## src/rtl/dram_refresh_mux_pkg.sv

```systemverilog
package dram_refresh_mux_pkg;

   typedef enum logic [2:0] {
      SEQ_IDLE,
      SEQ_ROW,
      SEQ_COL,
      SEQ_DONE,
      SEQ_REF_RD,
      SEQ_REF_WB,
      SEQ_REF_REC
   } seq_state_t;

   function automatic int max_width(input int a, input int b);
      return (a > b) ? a : b;
   endfunction

endpackage

```

## src/rtl/drm_refresh_timer.sv

```systemverilog
module drm_refresh_timer #(
   parameter int INTERVAL = 64
) (
   input  logic clk,
   input  logic rst_n,
   input  logic clear,
   output logic pending
);
   localparam int CNT_W = (INTERVAL > 1) ? $clog2(INTERVAL) : 1;
   localparam logic [CNT_W-1:0] LAST = CNT_W'(INTERVAL - 1);

   logic [CNT_W-1:0] cnt_q;
   logic             tick;

   assign tick = (cnt_q == LAST);

   always_ff @(posedge clk) begin
      if (!rst_n) begin
         cnt_q <= '0;
      end else if (tick) begin
         cnt_q <= '0;
      end else begin
         cnt_q <= cnt_q + 1'b1;
      end
   end

   // a fresh tick takes precedence over the clear of an older demand
   always_ff @(posedge clk) begin
      if (!rst_n) begin
         pending <= 1'b0;
      end else if (tick) begin
         pending <= 1'b1;
      end else if (clear) begin
         pending <= 1'b0;
      end
   end
endmodule

```

## src/rtl/drm_row_counter.sv

```systemverilog
module drm_row_counter #(
   parameter int ROW_BITS = 9,
   parameter int ROWS     = 512
) (
   input  logic                clk,
   input  logic                rst_n,
   input  logic                step,
   output logic [ROW_BITS-1:0] row
);
   localparam int FULL = 2 ** ROW_BITS;

   generate
      if (ROWS == FULL) begin : g_natural_wrap
         always_ff @(posedge clk) begin
            if (!rst_n) begin
               row <= '0;
            end else if (step) begin
               row <= row + 1'b1;
            end
         end
      end else begin : g_compare_wrap
         localparam logic [ROW_BITS-1:0] TOP = ROW_BITS'(ROWS - 1);
         always_ff @(posedge clk) begin
            if (!rst_n) begin
               row <= '0;
            end else if (step) begin
               row <= (row == TOP) ? '0 : row + 1'b1;
            end
         end
      end
   endgenerate
endmodule

```

## src/rtl/drm_sequencer.sv

```systemverilog
module drm_sequencer
   import dram_refresh_mux_pkg::*;
#(
   parameter int ROW_BITS = 9,
   parameter int COL_BITS = 9,
   parameter int DATA_W   = 8
) (
   input  logic                         clk,
   input  logic                         rst_n,
   input  logic                         req_valid,
   input  logic                         req_we,
   input  logic [ROW_BITS+COL_BITS-1:0] req_addr,
   input  logic [DATA_W-1:0]            req_wdata,
   output logic                         req_ready,
   output logic [DATA_W-1:0]            req_rdata,
   input  logic [DATA_W-1:0]            arr_rdata,
   input  logic                         ref_pending,
   input  logic [ROW_BITS-1:0]          ref_row,
   output logic                         ref_clear,
   output logic                         ref_step,
   output logic [max_width(ROW_BITS, COL_BITS)-1:0] arr_addr,
   output logic                         arr_ras,
   output logic                         arr_cas,
   output logic                         arr_we,
   output logic [DATA_W-1:0]            arr_wdata
);
   localparam int ADDR_W = ROW_BITS + COL_BITS;
   localparam int BUS_W  = max_width(ROW_BITS, COL_BITS);

   seq_state_t          state_q, state_d;
   logic [ADDR_W-1:0]   lat_addr;
   logic                lat_we;
   logic [DATA_W-1:0]   lat_wdata;
   logic [BUS_W-1:0]    row_half, col_half, ref_half;
   logic                accept;

   assign accept    = (state_q == SEQ_IDLE) && !ref_pending && req_valid;
   assign ref_clear = (state_q == SEQ_IDLE) && ref_pending;
   assign ref_step  = (state_q == SEQ_REF_REC);

   assign row_half = BUS_W'(lat_addr[ROW_BITS-1:0]);
   assign col_half = BUS_W'(lat_addr[ADDR_W-1:ROW_BITS]);
   assign ref_half = BUS_W'(ref_row);

   always_comb begin
      state_d = state_q;
      unique case (state_q)
         SEQ_IDLE: begin
            if (ref_pending) begin
               state_d = SEQ_REF_RD;
            end else if (req_valid) begin
               state_d = SEQ_ROW;
            end
         end
         SEQ_ROW:     state_d = SEQ_COL;
         SEQ_COL:     state_d = SEQ_DONE;
         SEQ_DONE:    state_d = SEQ_IDLE;
         SEQ_REF_RD:  state_d = SEQ_REF_WB;
         SEQ_REF_WB:  state_d = SEQ_REF_REC;
         SEQ_REF_REC: state_d = SEQ_IDLE;
         default:     state_d = SEQ_IDLE;
      endcase
   end

   always_ff @(posedge clk) begin
      if (!rst_n) begin
         state_q <= SEQ_IDLE;
      end else begin
         state_q <= state_d;
      end
   end

   always_ff @(posedge clk) begin
      if (!rst_n) begin
         lat_addr  <= '0;
         lat_we    <= 1'b0;
         lat_wdata <= '0;
      end else if (accept) begin
         lat_addr  <= req_addr;
         lat_we    <= req_we;
         lat_wdata <= req_wdata;
      end
   end

   always_ff @(posedge clk) begin
      if (!rst_n) begin
         req_rdata <= '0;
      end else if (state_q == SEQ_COL && !lat_we) begin
         req_rdata <= arr_rdata;
      end
   end

   always_comb begin
      arr_ras   = 1'b0;
      arr_cas   = 1'b0;
      arr_we    = 1'b0;
      arr_addr  = '0;
      arr_wdata = '0;
      req_ready = 1'b0;
      unique case (state_q)
         SEQ_ROW: begin
            arr_ras  = 1'b1;
            arr_addr = row_half;
         end
         SEQ_COL: begin
            arr_ras   = 1'b1;
            arr_cas   = 1'b1;
            arr_addr  = col_half;
            arr_we    = lat_we;
            arr_wdata = lat_we ? lat_wdata : '0;
         end
         SEQ_DONE:   req_ready = 1'b1;
         SEQ_REF_RD: begin
            arr_ras  = 1'b1;
            arr_addr = ref_half;
         end
         SEQ_REF_WB: begin
            arr_ras  = 1'b1;
            arr_we   = 1'b1;
            arr_addr = ref_half;
         end
         default: ;
      endcase
   end
endmodule

```

## src/rtl/dram_refresh_mux.sv

```systemverilog
module dram_refresh_mux
   import dram_refresh_mux_pkg::*;
#(
   parameter int ROW_BITS         = 9,
   parameter int COL_BITS         = 9,
   parameter int DATA_W           = 8,
   parameter int REFRESH_ROWS     = 2 ** ROW_BITS,
   parameter int REFRESH_INTERVAL = 64
) (
   input  logic                         clk,
   input  logic                         rst_n,
   input  logic                         req_valid,
   input  logic                         req_we,
   input  logic [ROW_BITS+COL_BITS-1:0] req_addr,
   input  logic [DATA_W-1:0]            req_wdata,
   output logic                         req_ready,
   output logic [DATA_W-1:0]            req_rdata,
   input  logic [DATA_W-1:0]            arr_rdata,
   output logic [max_width(ROW_BITS, COL_BITS)-1:0] arr_addr,
   output logic                         arr_ras,
   output logic                         arr_cas,
   output logic                         arr_we,
   output logic [DATA_W-1:0]            arr_wdata
);
   localparam int MIN_INTERVAL = 8;

   generate
      if (ROW_BITS < 1 || COL_BITS < 1) begin : g_bad_split
         $error("row and column fields need at least one bit each");
      end
      if (REFRESH_ROWS < 1 || REFRESH_ROWS > 2 ** ROW_BITS) begin : g_bad_rows
         $error("REFRESH_ROWS must lie in 1 .. 2**ROW_BITS");
      end
      if (REFRESH_INTERVAL < MIN_INTERVAL) begin : g_bad_interval
         $error("REFRESH_INTERVAL too short to leave room for accesses");
      end
   endgenerate

   logic                ref_pending;
   logic                ref_clear;
   logic                ref_step;
   logic [ROW_BITS-1:0] ref_row;

   drm_refresh_timer #(
      .INTERVAL (REFRESH_INTERVAL)
   ) timer_i (
      .clk     (clk),
      .rst_n   (rst_n),
      .clear   (ref_clear),
      .pending (ref_pending)
   );

   drm_row_counter #(
      .ROW_BITS (ROW_BITS),
      .ROWS     (REFRESH_ROWS)
   ) rowcnt_i (
      .clk   (clk),
      .rst_n (rst_n),
      .step  (ref_step),
      .row   (ref_row)
   );

   drm_sequencer #(
      .ROW_BITS (ROW_BITS),
      .COL_BITS (COL_BITS),
      .DATA_W   (DATA_W)
   ) seq_i (
      .clk         (clk),
      .rst_n       (rst_n),
      .req_valid   (req_valid),
      .req_we      (req_we),
      .req_addr    (req_addr),
      .req_wdata   (req_wdata),
      .req_ready   (req_ready),
      .req_rdata   (req_rdata),
      .arr_rdata   (arr_rdata),
      .ref_pending (ref_pending),
      .ref_row     (ref_row),
      .ref_clear   (ref_clear),
      .ref_step    (ref_step),
      .arr_addr    (arr_addr),
      .arr_ras     (arr_ras),
      .arr_cas     (arr_cas),
      .arr_we      (arr_we),
      .arr_wdata   (arr_wdata)
   );
endmodule

```

## config.mk

```make
export PLATFORM = sky130hd
export DESIGN_NAME = dram_refresh_mux
export DESIGN_NICKNAME = d
export VERILOG_FILES = /design/src/rtl/dram_refresh_mux_pkg.sv /design/src/rtl/drm_refresh_timer.sv /design/src/rtl/drm_row_counter.sv /design/src/rtl/drm_sequencer.sv /design/src/rtl/dram_refresh_mux.sv
export SDC_FILE = /design/constraint.sdc
export NUM_CORES = 1
export LEC_CHECK = 0
export BUFFER_PORTS_ARGS = -buffer_cell sky130_fd_sc_hd__buf_2
export CORE_MARGIN = 4
export CORE_UTILIZATION = 51
export CTS_BUF_LIST = sky130_fd_sc_hd__clkbuf_16
export DETAILED_ROUTE_END_ITERATION = 16
export MAX_ROUTING_LAYER = met4
export PLACE_DENSITY = 0.87
export SYNTH_ARGS = -nofsm -noshare
export SYNTH_HDL_FRONTEND = slang
export SYNTH_SLANG_ARGS = --single-unit
export TNS_END_PERCENT = 100
```

## constraint.sdc

```tcl
create_clock -name clk -period 1.61 [get_ports clk]
set_clock_uncertainty 0.1 [all_clocks]
set_input_delay 0.2415 -clock clk [delete_from_list [all_inputs] [get_ports clk]]
set_output_delay 0.2415 -clock clk [all_outputs]
set_load 0.005 [all_outputs]
```

# Yosys cells after proc, flatten, opt, wreduce, memory -nomap -nowiden
# Index checks and enable logic that the tools add are counted.
dict set report totals {
  wordCells 42
  ff_bits 54
}
dict set report classes {
  n_reduce_logical 11
  n_eq_ne 8
  bitwise 1
  mux 12
  n_addsub 2
}
# cell n
set op_table {}
lappend op_table {{9-bit one-hot mux with 3 select lines} 1}
lappend op_table {{8-bit two-way mux} 2}
lappend op_table {{3-bit one-hot mux with 5 select lines} 1}
lappend op_table {{9-bit by 1-bit adder with 9-bit output (second input constant)} 1}
lappend op_table {{3-bit equality test (second input constant)} 3}
lappend op_table {{6-bit by 1-bit adder with 6-bit output (second input constant)} 1}
lappend op_table {{3-bit by 2-bit equality test with 1-bit output (second input constant)} 2}
lappend op_table {{6-bit equality test (second input constant)} 1}
lappend op_table {{3-bit two-way mux} 2}
lappend op_table {{1-bit two-way mux} 5}
lappend op_table {{1-bit logical AND} 4}
lappend op_table {{2-bit OR reduction} 2}
lappend op_table {{4-bit OR reduction} 1}
lappend op_table {{3-bit by 1-bit equality test with 1-bit output (second input constant)} 1}
lappend op_table {{3-bit zero test} 1}
lappend op_table {{3-bit inequality test (second input constant)} 1}
lappend op_table {{1-bit zero test} 2}
lappend op_table {{1-bit one-hot mux with 2 select lines} 1}
lappend op_table {{2-bit nonzero test} 1}
lappend op_table {{1-bit inverter} 1}

# Depth between registers and ports, before layout
# Gate-level depths: netlist of the first run.
dict set report depth {
  word_depth 4
  mapped_depth 5
}

# Modules after synthesis
# From an unflattened synthesis of the first run, not the netlist that was laid out.
dict set report hier_totals {
  cells_unflattened 290
  area_unflattened_um2 2521.2
}
# module area_each_um2 instances cells_per_inst
set by_module_without_submodules {}
lappend by_module_without_submodules {drm_sequencer 1843.0 1 221}
lappend by_module_without_submodules {drm_row_counter 406.6 1 41}
lappend by_module_without_submodules {drm_refresh_timer 271.5 1 28}

# Least setup slack after synthesis of the first run
# Ideal clock, no wire load.
dict set report synth_timing {
  path_kind {flip-flop to output port}
  start {reg seq_i.state_q[1]}
  end {out arr_addr[0]}
  t_arrival_ns 1.229
  path_slack_ns 0.040
  stages_incl_launch_ff 6
  n_path_buf 2
  path_cell_list {dfxtp_1 -> buf_6 -> nor3b_1 -> clkbuf_1 -> nand2_1 -> o21ai_0}
}
dict set report synth_via {
  elab_chain_len 3
  word_cells_on_any_way 6
  cone_classes {eq/ne (4); mux (1); reduce/logical (1)}
}
# element line
set synth_lines {}
lappend synth_lines {{from (decl)} drm_sequencer.sv:30} ;# seq_state_t state_q, state_d;
lappend synth_lines {{from (signal assigned)} drm_sequencer.sv:69} ;# state_q <= state_d;
lappend synth_lines {{3-bit equality test} drm_sequencer.sv:100} ;# unique case (state_q)
lappend synth_lines {{2-bit OR reduction (no line)} n/a}
lappend synth_lines {{9-bit one-hot mux with 3 select lines (*)} drm_sequencer.sv:100}
lappend synth_lines {{to (decl)} dram_refresh_mux.sv:19} ;# output logic [max_width(ROW_BITS, COL_BITS)-1:0] arr_addr,
# Mark *: on every way between the ends. The rest lies on a longest branch, timed or not.

# Final worst setup path of the first run
dict set report layout_timing {
  start {reg seq_i.state_q[2]}
  end {out arr_addr[2]}
}
# Same word-level chain as after synthesis.

==> results.sh, run 1 <==
export IMPL_crit_path_start_kind="register"
export IMPL_place_ws_ns=-0.03608
export IMPL_seqCellArea_sq_um=1092
export IMPL_start_util_pct=53.89
export IMPL_synth_ff_type="dfxtp_1"
export IMPL_r2r_cells=5
export IMPL_hold_ws_ns=0.08349
export IMPL_wl_per_cell_um=16.94
export IMPL_drt_iter0_drc=254
export IMPL_grt_pass1_vias=2375
export IMPL_synthCells=294
export IMPL_cts_root_buf="clkbuf_16"
export IMPL_slowest_delay_ns=0.38
export IMPL_hold_depth=3
export IMPL_setup_viol=19
export IMPL_cts_tree="done"
export IMPL_mostFrequentLayoutCells="65 x buf_2, 51 x dfxtp_1, 44 x a21oi_1"
export IMPL_synth_compound_area_share_pct=23.04
export IMPL_yosysTopAreaCell="dfxtp_1"
export IMPL_endpoint_kind="output pin"
export IMPL_synth_top_family_by_area="simple AND/OR/NAND/NOR gates"
export IMPL_synth_fa_ha_area_share_pct=1.045
export IMPL_slew_violations=0
export IMPL_synth_top_cells_by_area="dfxtp_1 45%, a21oi_1 9.2%, o21ai_0 8.4%"
export IMPL_syn_num_nets=334
export IMPL_die_h_um=76.53
export IMPL_synth_area_sq_um=2395
export IMPL_diodes=0
export IMPL_grt_pass1_wl_mm=11.08
export IMPL_min_period_over_period_pct=111.1
export IMPL_finalSetupTns_ns=-2.819
export IMPL_hp_start="arr_rdata[4]"
export IMPL_fillers=334
export IMPL_placeableCoreArea_sq_um=4444
export IMPL_synth_edff_count=0
export IMPL_arrival_ns=1.45
export IMPL_synth_area_per_cell_sq_um=8.146
export IMPL_ios=67
export IMPL_ir_worst_vdd_uv=764.8
export IMPL_cp_slowest_cell="dfxtp_4"
export IMPL_final_core_util_pct=71.93
export IMPL_power_leakage_nw=1.439
export IMPL_power_mw=2.962
export IMPL_worst_slack_ns=-0.1793
export IMPL_synthArstFlopShare_pct=0
export IMPL_hold_buffers=0
export IMPL_clk_pin_slew_worst_paths_ns=0.07
export IMPL_crit_end="arr_addr[2]"
export IMPL_drive_gt1_share_pct=34.95
export IMPL_antenna_found_initial=0
export IMPL_placed_cell_area_sq_um=2895
export IMPL_viasPerCell=6.012
export IMPL_insertion_delay_ns=0.29
export IMPL_timing_fmax_mhz=558.9
export IMPL_finalHoldViolations=0
export IMPL_cts_sinks=54
export IMPL_wirelength_mm=7.183
export IMPL_vias=2549
export IMPL_status="finished with violations"
export IMPL_synth_seq_cells=54
export IMPL_dieArea_sq_um=5856
export IMPL_port_buffers=66
export IMPL_crit_chain="nor3b_4 -> buf_6 -> nand2_1 -> o21ai_2 -> buf_2"
export IMPL_gp_congestion=0.8754
export IMPL_multi_input_area_sq_um=1292
export IMPL_drc=0
export IMPL_min_path_type="input port to register"
export IMPL_yosys_area_top_type_share_pct=45.14
export IMPL_syn_to_final_growth_pct=33.49
export IMPL_grt_util_all_layers_pct=23.24
export IMPL_r2r_end="seq_i.lat_addr[3]$_SDFFE_PN0P_"
export IMPL_dp_cells=412
export IMPL_rsz0062_at_grt="yes"
export IMPL_violations="setup timing"
export IMPL_fin_crit_ns=1.789
export IMPL_instances_no_fill=424
export IMPL_layout_commonest_cell="buf_2"
export IMPL_maxCapViolCount=0
export IMPL_hpwl_mm=4.507
export IMPL_grt_max_degree=40
export IMPL_startpoint="seq_i.state_q[2]$_SDFFE_PN0P_"
export IMPL_tightest_slew_ns=0.4142
export IMPL_drt_first_pass_iters=5
export IMPL_die_x_um=76.53
export IMPL_r2r_start="seq_i.state_q[2]$_SDFFE_PN0P_"
export IMPL_worst_path_max_fanout=5
export IMPL_ant_nets=0
export IMPL_cts_buffer_depth=2
export IMPL_critPathRequiredTime_ns=1.27
export IMPL_ctsHtreeMaxLevel=2
export IMPL_yosysSeqAreaShare_pct=45.14
export IMPL_relSlewSlack_pct=72.39
export IMPL_gr_total_overflow=0
export IMPL_path_class="register to output pin"
export IMPL_nNetsFinal=411
export IMPL_synthXorXnorAreaFrac_pct=1.463
export IMPL_ys_types=36
export IMPL_yosys_area_share_simple_pct=23.62
export IMPL_synth_area_mux_share_pct=0.4180
export IMPL_cts_buffers=5
export IMPL_powerDensity_nw_per_um2=926.6
export IMPL_reg2reg_slack_ns=0.05
export IMPL_rows=24
export IMPL_yosysWarningCount=0
export IMPL_postLayoutCellArea_sq_um=3197
## cell usage after synthesis (3+ instances only)
| cell type | count |
|---|---|
| dfxtp_1 | 54 |
| a21oi_1 | 44 |
| o21ai_0 | 40 |
| nand2_1 | 31 |
| nand3_1 | 30 |
| clkbuf_1 | 17 |
| nor2_1 | 11 |
| a22oi_1 | 9 |
| and3_1 | 8 |
| buf_2 | 5 |
| o31ai_1 | 4 |
| or3_1 | 4 |
| or4_1 | 4 |
| inv_1 | 3 |
| nor2b_1 | 3 |
| xor2_1 | 3 |
## routing by layer
metal  GRT usage [%]  vias to the layer above  wire length (um)
li1                -                     1201                 -
met1           29.19                     1195              2969
met2           37.87                      136              3483
met3           4.728                       17               578
met4           6.703                        0               152
met5               -                        -                 0
## power by group
group          total, mW  internal, mW  switching [mW]
registers           1.46          1.40          0.0517
clock network       1.03         0.563           0.462
logic              0.480         0.214           0.267
## repair_timing
item,4_1_cts,5_1_grt
endpoints found under the setup margin,32,39
resized for setup,29,37
pin swaps,1,7
gates cloned,1,1
setup buffers,1,2
## area by class of cell
type	instances	area share (%)
clock buffer	5	3.914
inverter	3	0.3523
tap	52	2.035
clock inverter	3	0.3914
multi-input combinational	212	40.43
timing repair buffer	95	18.71
sequential	54	34.17
## logic make-up (layout without fill, tap and decap cells)
kind of cell	count (synthesis)	count (layout)
XOR/XNOR	4	4
AND/OR/NAND/NOR	104	104
flip-flops	54	54
AO/OA/AOI/OAI	101	101
multiplexers	1	1
adder cells (fa/ha/maj)	2	2
buffers and inverters	28	106
## worst min path at each step
stage	endpoint
6_report	seq_i.req_rdata[4]$_SDFFE_PN0P_
5_1_grt	seq_i.req_rdata[3]$_SDFFE_PN0P_
4_1_cts	seq_i.req_rdata[2]$_SDFFE_PN0P_
3_5_place_dp	seq_i.req_rdata[4]$_SDFFE_PN0P_
3_3_place_gp	timer_i.cnt_q[0]$_SDFF_PP0_
2_1_floorplan	seq_i.req_rdata[0]$_SDFFE_PN0P_
## worst max-delay path: cells and delay by family (launching register included)
kind / cells / cell delay (ns)
DFF: 1 / 0.38
AOI/OAI and AO/OA: 1 / 0.07
buffers and inverters: 2 / 0.32
and+or+nand+nor: 2 / 0.39
## sequential cells by signal (all words and copies together) (netlist names)
name and flops:
seq_i.state_q 3, seq_i.lat_addr 18, timer_i.pending 1, seq_i.req_rdata 8, seq_i.lat_we 1, seq_i.lat_wdata 8
rowcnt_i.row 9, timer_i.cnt_q 6
(Power assumes the default switching activity.)
==> run 2, diff against run 1 <==
--- a/config.mk
+++ b/config.mk
@@ -12,6 +12,7 @@
 export DETAILED_ROUTE_END_ITERATION = 16
 export MAX_ROUTING_LAYER = met4
 export PLACE_DENSITY = 0.87
+export SKIP_LAST_GASP = 1
 export SYNTH_ARGS = -nofsm -noshare
 export SYNTH_HDL_FRONTEND = slang
 export SYNTH_SLANG_ARGS = --single-unit
==> constraint.sdc (replaced) <==
create_clock -name clk -period 1.61 [get_ports clk]
set_clock_uncertainty 0.1 [all_clocks]
set_input_delay 0.2415 -clock clk [delete_from_list [all_inputs] [get_ports clk]]
set_output_delay 0.2415 -clock clk [all_outputs]
set_load 0.01 [all_outputs]
==> run 2 against run 1 <==
  * Cell count grew 1.9%
  * Clock-buffer cell count is the same
  * Clock power grew 16%
  * The flow still finishes with violations (setup timing)
  * Worst setup slack lost 0.15 ns
  * Critical endpoint is now arr_addr[1]
  * Flip-flop and latch count is the same
  * Wire length grew 11%
  * Fmax shrank 7.6%
  * Sequential power is essentially flat
  * Combinational power grew 21%
  * Design area grew 6.1%
==> results.sh, run 2 (synthesis results as in run 1) <==
export IMPL_startpoint="seq_i.state_q[0]$_SDFFE_PN0P_"
export IMPL_grt_max_degree=29
export IMPL_hp_start="arr_rdata[4]"
export IMPL_drt_iter0_drc=200
export IMPL_viasPerCell=6.266
export IMPL_cts_root_buf="clkbuf_16"
export IMPL_dp_cells=411
export IMPL_drc=0
export IMPL_fin_crit_ns=1.937
export IMPL_finalSetupTns_ns=-4.412
export IMPL_nNetsFinal=420
export IMPL_r2r_start="seq_i.state_q[0]$_SDFFE_PN0P_"
export IMPL_hold_ws_ns=0.08747
export IMPL_reg2reg_slack_ns=-0.08
export IMPL_hpwl_mm=4.379
export IMPL_largest_reg_flops=18
export IMPL_place_ws_ns=0.02383
export IMPL_status="finished with violations"
export IMPL_setup_viol=29
export IMPL_port_buffers=66
export IMPL_instances_no_fill=432
export IMPL_powerDensity_nw_per_um2=950.0
export IMPL_grt_util_all_layers_pct=22.85
export IMPL_fillers=312
export IMPL_gp_congestion=0.8629
export IMPL_tightest_slew_ns=0.4954
export IMPL_wl_per_cell_um=18.50
export IMPL_crit_path_start_kind="register"
export IMPL_gr_total_overflow=0
export IMPL_finalHoldViolations=0
export IMPL_seqCellArea_sq_um=1092
export IMPL_final_core_util_pct=76.35
export IMPL_worst_path_max_fanout=6
export IMPL_ir_worst_vdd_uv=558.2
export IMPL_ios=67
export IMPL_top_regs="seq_i.lat_addr (18), rowcnt_i.row (9)"
export IMPL_slew_violations=0
export IMPL_cts_buffer_depth=2
export IMPL_arrival_ns=1.60
export IMPL_syn_to_final_growth_pct=41.69
export IMPL_die_h_um=76.53
export IMPL_insertion_delay_ns=0.29
export IMPL_mostFrequentLayoutCells="65 x buf_2, 51 x dfxtp_1, 36 x a21oi_1"
export IMPL_antenna_found_initial=0
export IMPL_wirelength_mm=7.990
export IMPL_timing_fmax_mhz=516.3
export IMPL_dieArea_sq_um=5856
export IMPL_endpoint_kind="output pin"
export IMPL_diodes=0
export IMPL_hold_buffers=0
export IMPL_min_path_type="input port to register"
export IMPL_worst_slack_ns=-0.3270
export IMPL_critPathRequiredTime_ns=1.27
export IMPL_power_leakage_nw=1.476
export IMPL_cts_tree="done"
export IMPL_min_period_over_period_pct=120.3
export IMPL_vias=2707
export IMPL_regMostFlops="seq_i.lat_addr"
export IMPL_die_x_um=76.53
export IMPL_rsz0062_at_grt="yes"
export IMPL_rows=24
export IMPL_cts_buffers=5
export IMPL_violations="setup timing"
export IMPL_grt_pass1_vias=2362
export IMPL_layout_commonest_cell="buf_2"
export IMPL_ant_nets=0
export IMPL_grt_pass1_wl_mm=10.76
export IMPL_path_class="register to output pin"
export IMPL_relSlewSlack_pct=66.94
export IMPL_ctsHtreeMaxLevel=2
export IMPL_drive_gt1_share_pct=38.16
export IMPL_start_util_pct=53.89
export IMPL_cts_sinks=54
export IMPL_drt_first_pass_iters=6
export IMPL_maxCapViolCount=0
export IMPL_multi_input_area_sq_um=1340
export IMPL_placeableCoreArea_sq_um=4444
export IMPL_clk_pin_slew_worst_paths_ns=0.07
## run 2: cell count changes in the layout (fill, tap and decap cells not counted), sizes merged
cell    delta
inv        -1
clkinv     -1
bufinv     +1
buf        +8
clkbuf     +1
## run 2: critical path, cell delays in order (launching register included)
cell and delay, ns:
dfxtp_4 0.38, nor3b_4 0.33, buf_4 0.20, nand2_1 0.08, o21ai_1 0.13, buf_2 0.19
## run 2: layout make-up
class | count | area share [%]
multi-input cells | 212 | 39.49
flip-flops and latches | 54 | 32.19
repair buffers | 104 | 21.39
clock buffers | 5 | 3.687
well taps | 52 | 1.917
clock inverters | 2 | 0.9956
inverters | 3 | 0.3319
## run 2: timing repair
item | CTS | global route
pin swaps | 4 | 13
hold endpoints to repair | 0 | 0
gates cloned | 1 | 1
gates resized for setup | 11 | 55
endpoints found under the setup margin | 21 | 58
buffers inserted | 6 | 6
## run 2: stage by stage
stage	total power, mW	cell area, sq um
6_report	3.224	3393
5_1_grt	3.317	3393
4_1_cts	3.061	3131
3_5_place_dp	1.896	2888
3_3_place_gp	1.882	2888
2_1_floorplan	1.716	2396
## run 2: final timing paths
kind / to / cells past startpoint
worst max-delay path: arr_addr[1] / 5
worst min-delay path: seq_i.req_rdata[4]$_SDFFE_PN0P_ / 3
worst max register to register: seq_i.lat_addr[9]$_SDFFE_PN0P_ / 5
worst min register to register: timer_i.cnt_q[0]$_SDFF_PP0_ / 1
## run 2: power breakdown
| part | leakage [nW] | switching (mW) | total (mW) | internal [mW] |
|---|---|---|---|---|
| sequential | 0.442 | 0.0508 | 1.46 | 1.40 |
| clock | 0.0773 | 0.466 | 1.19 | 0.720 |
| combinational | 0.957 | 0.313 | 0.582 | 0.269 |
## run 2: per-layer routing
metal	wire (um)	up-vias	track usage, %
li1	-	1228	-
met1	3161	1278	27.34
met2	3727	156	36.47
met3	713	45	5.437
met4	387	0	10.33
met5	0	-	-
==> run 3, diff against run 2 <==
--- a/config.mk
+++ b/config.mk
@@ -5,7 +5,7 @@
 export SDC_FILE = /design/constraint.sdc
 export NUM_CORES = 1
 export LEC_CHECK = 0
-export BUFFER_PORTS_ARGS = -buffer_cell sky130_fd_sc_hd__buf_2
+export BUFFER_PORTS_ARGS = -buffer_cell sky130_fd_sc_hd__buf_4
 export CORE_MARGIN = 4
 export CORE_UTILIZATION = 51
 export CTS_BUF_LIST = sky130_fd_sc_hd__clkbuf_16
==> run 3 against run 2 <==
  * The flow still finishes with violations (setup timing)
  * Register-to-register slack better by 0.09 ns
  * Worst hold slack improved by 0.011 ns
  * Total power fell by 2.2%
  * Clock-buffer cell count stayed put
  * Critical path depth fell by 1
  * Clock power hardly changed
  * Die area did not move
  * Flip-flop and latch count unchanged
==> results.sh, run 3 (synthesis results as in run 1) <==
export IMPL_setup_viol=19
export IMPL_placed_cell_area_sq_um=3080
export IMPL_grt_util_all_layers_pct=23.41
export IMPL_antenna_found_initial=0
export IMPL_rsz0062_at_grt="yes"
export IMPL_violations="setup timing"
export IMPL_wirelength_mm=6.680
export IMPL_ir_worst_vdd_uv=729.4
export IMPL_dp_cells=413
export IMPL_r2r_cells=4
export IMPL_r2r_start="seq_i.state_q[2]$_SDFFE_PN0P_"
export IMPL_powerDensity_nw_per_um2=927.1
export IMPL_min_period_over_period_pct=111.2
export IMPL_mostFrequentLayoutCells="84 x buf_4, 51 x dfxtp_1, 44 x a21oi_1"
export IMPL_cts_tree="done"
export IMPL_min_path_type="input port to register"
export IMPL_hpwl_mm=4.533
export IMPL_worst_path_max_fanout=8
export IMPL_nNetsFinal=412
export IMPL_worst_slack_ns=-0.1804
export IMPL_maxCapViolCount=0
export IMPL_cts_sinks=54
export IMPL_cp_slowest_cell="dfxtp_4"
export IMPL_postLayoutCellArea_sq_um=3401
export IMPL_drive_gt1_share_pct=35.39
export IMPL_slowest_delay_ns=0.37
export IMPL_placeableCoreArea_sq_um=4444
export IMPL_grt_pass1_wl_mm=11.03
export IMPL_grt_pass1_vias=2400
export IMPL_drc=0
export IMPL_clk_pin_slew_worst_paths_ns=0.07
export IMPL_crit_buf_inv=2
export IMPL_grt_max_degree=29
export IMPL_tightest_slew_ns=0.4483
export IMPL_instances_no_fill=425
export IMPL_die_x_um=76.53
export IMPL_dieArea_sq_um=5856
export IMPL_arrival_ns=1.45
export IMPL_gp_congestion=0.8670
export IMPL_top_regs="seq_i.lat_addr (18), rowcnt_i.row (9)"
export IMPL_gr_total_overflow=0
export IMPL_place_ws_ns=0.05589
export IMPL_multi_input_area_sq_um=1276
export IMPL_reg2reg_slack_ns=0.01
export IMPL_ios=67
export IMPL_hold_buffers=0
export IMPL_finalSetupTns_ns=-2.631
export IMPL_path_class="register to output pin"
export IMPL_vias=2505
export IMPL_status="finished with violations"
export IMPL_layout_commonest_cell="buf_4"
export IMPL_startpoint="seq_i.state_q[2]$_SDFFE_PN0P_"
export IMPL_drt_first_pass_iters=5
export IMPL_path_depth=4
export IMPL_slew_violations=0
export IMPL_port_buffers=66
export IMPL_cts_root_buf="clkbuf_16"
export IMPL_fillers=295
export IMPL_power_mw=3.153
export IMPL_critPathRequiredTime_ns=1.27
export IMPL_seqCellArea_sq_um=1090
export IMPL_endpoint_kind="output pin"
export IMPL_insertion_delay_ns=0.29
export IMPL_wl_per_cell_um=15.72
export IMPL_drt_iter0_drc=197
export IMPL_cts_buffers=5
export IMPL_crit_end="arr_wdata[2]"
export IMPL_start_util_pct=53.89
export IMPL_fin_crit_ns=1.790
export IMPL_diodes=0
export IMPL_timing_fmax_mhz=558.5
export IMPL_die_h_um=76.53
export IMPL_viasPerCell=5.894
export IMPL_cts_buffer_depth=2
export IMPL_critical_path_top_delay_family="simple AND/OR/NAND/NOR gates"
export IMPL_hold_depth=3
export IMPL_relSlewSlack_pct=69.80
export IMPL_syn_to_final_growth_pct=42.01
export IMPL_ant_nets=0
export IMPL_ctsHtreeMaxLevel=2
export IMPL_regMostFlops="seq_i.lat_addr"
export IMPL_r2r_end="seq_i.req_rdata[0]$_SDFFE_PN0P_"
export IMPL_finalHoldViolations=0
export IMPL_crit_top_cell="buf_6"
export IMPL_rows=24
export IMPL_power_leakage_nw=1.456
export IMPL_crit_path_start_kind="register"
export IMPL_crit_chain="nor3b_4 -> buf_6 -> and3_4 -> buf_6"
export IMPL_largest_reg_flops=18
## run 3: cell count changes in the layout (fill, tap and decap cells not counted), sizes merged
cell / before / now
clkinvlp: 0 / 1
inv: 3 / 4
buf: 103 / 96
clkbuf: 6 / 5
clkinv: 1 / 0
## run 3: how the worst min path moves through the flow
stage / endpoint / slack [ns] / startpoint
after global routing: seq_i.req_rdata[2]$_SDFFE_PN0P_ / 0.1 / arr_rdata[2]
after global placement: timer_i.cnt_q[0]$_SDFF_PP0_ / 0.33 / timer_i.cnt_q[0]$_SDFF_PP0_
final: seq_i.req_rdata[7]$_SDFFE_PN0P_ / 0.1 / arr_rdata[7]
after CTS: seq_i.req_rdata[7]$_SDFFE_PN0P_ / 0.1 / arr_rdata[7]
after floorplan: seq_i.req_rdata[0]$_SDFFE_PN0P_ / 0.28 / arr_rdata[0]
after detailed placement: timer_i.cnt_q[0]$_SDFF_PP0_ / 0.34 / timer_i.cnt_q[0]$_SDFF_PP0_
## run 3: area by class of cell
type	count	area share, %
Inverter	3	0.3311
Timing Repair Buffer	96	23.29
Multi-Input combinational cell	212	37.53
Tap cell	52	1.913
Clock inverter	3	1.214
Clock buffer	5	3.679
Sequential cell	54	32.05
## run 3: tightest hold or removal path: stages
cell and delay, ns:
buf_4 0.11, nand2_1 0.04, a21oi_1 0.05
## run 3: stage by stage
step	hold WS (ns)	utilization (%)
floorplan	0.2775	-
global placement	0.3323	69.31
detailed placement	0.3369	69.31
CTS	0.09793	75.51
global route	0.09885	76.52
finish	0.09880	76.52
## run 3: power by group
group | total (mW) | internal, mW | switching (mW)
Combinational | 0.514 | 0.249 | 0.265
Sequential | 1.45 | 1.40 | 0.0463
Clock | 1.19 | 0.728 | 0.460
Total | 3.15 | 2.38 | 0.771
## run 3: metal layers
layer | vias to the layer above | routed length [um] | track usage, %
met3 | 16 | 528 | 5.083
met2 | 123 | 3357 | 38.31
li1 | 1202 | - | -
met4 | 0 | 124 | 7.246
met5 | - | 0 | -
met1 | 1164 | 2670 | 28.89
## run 3: what timing repair did
| item | in CTS | in global routing |
|---|---|---|
| pin swaps | 12 | 2 |
| gates cloned | 2 | 0 |
| setup endpoints to repair | 21 | 40 |
| resized for setup | 27 | 22 |
| buffers inserted | 3 | 0 |
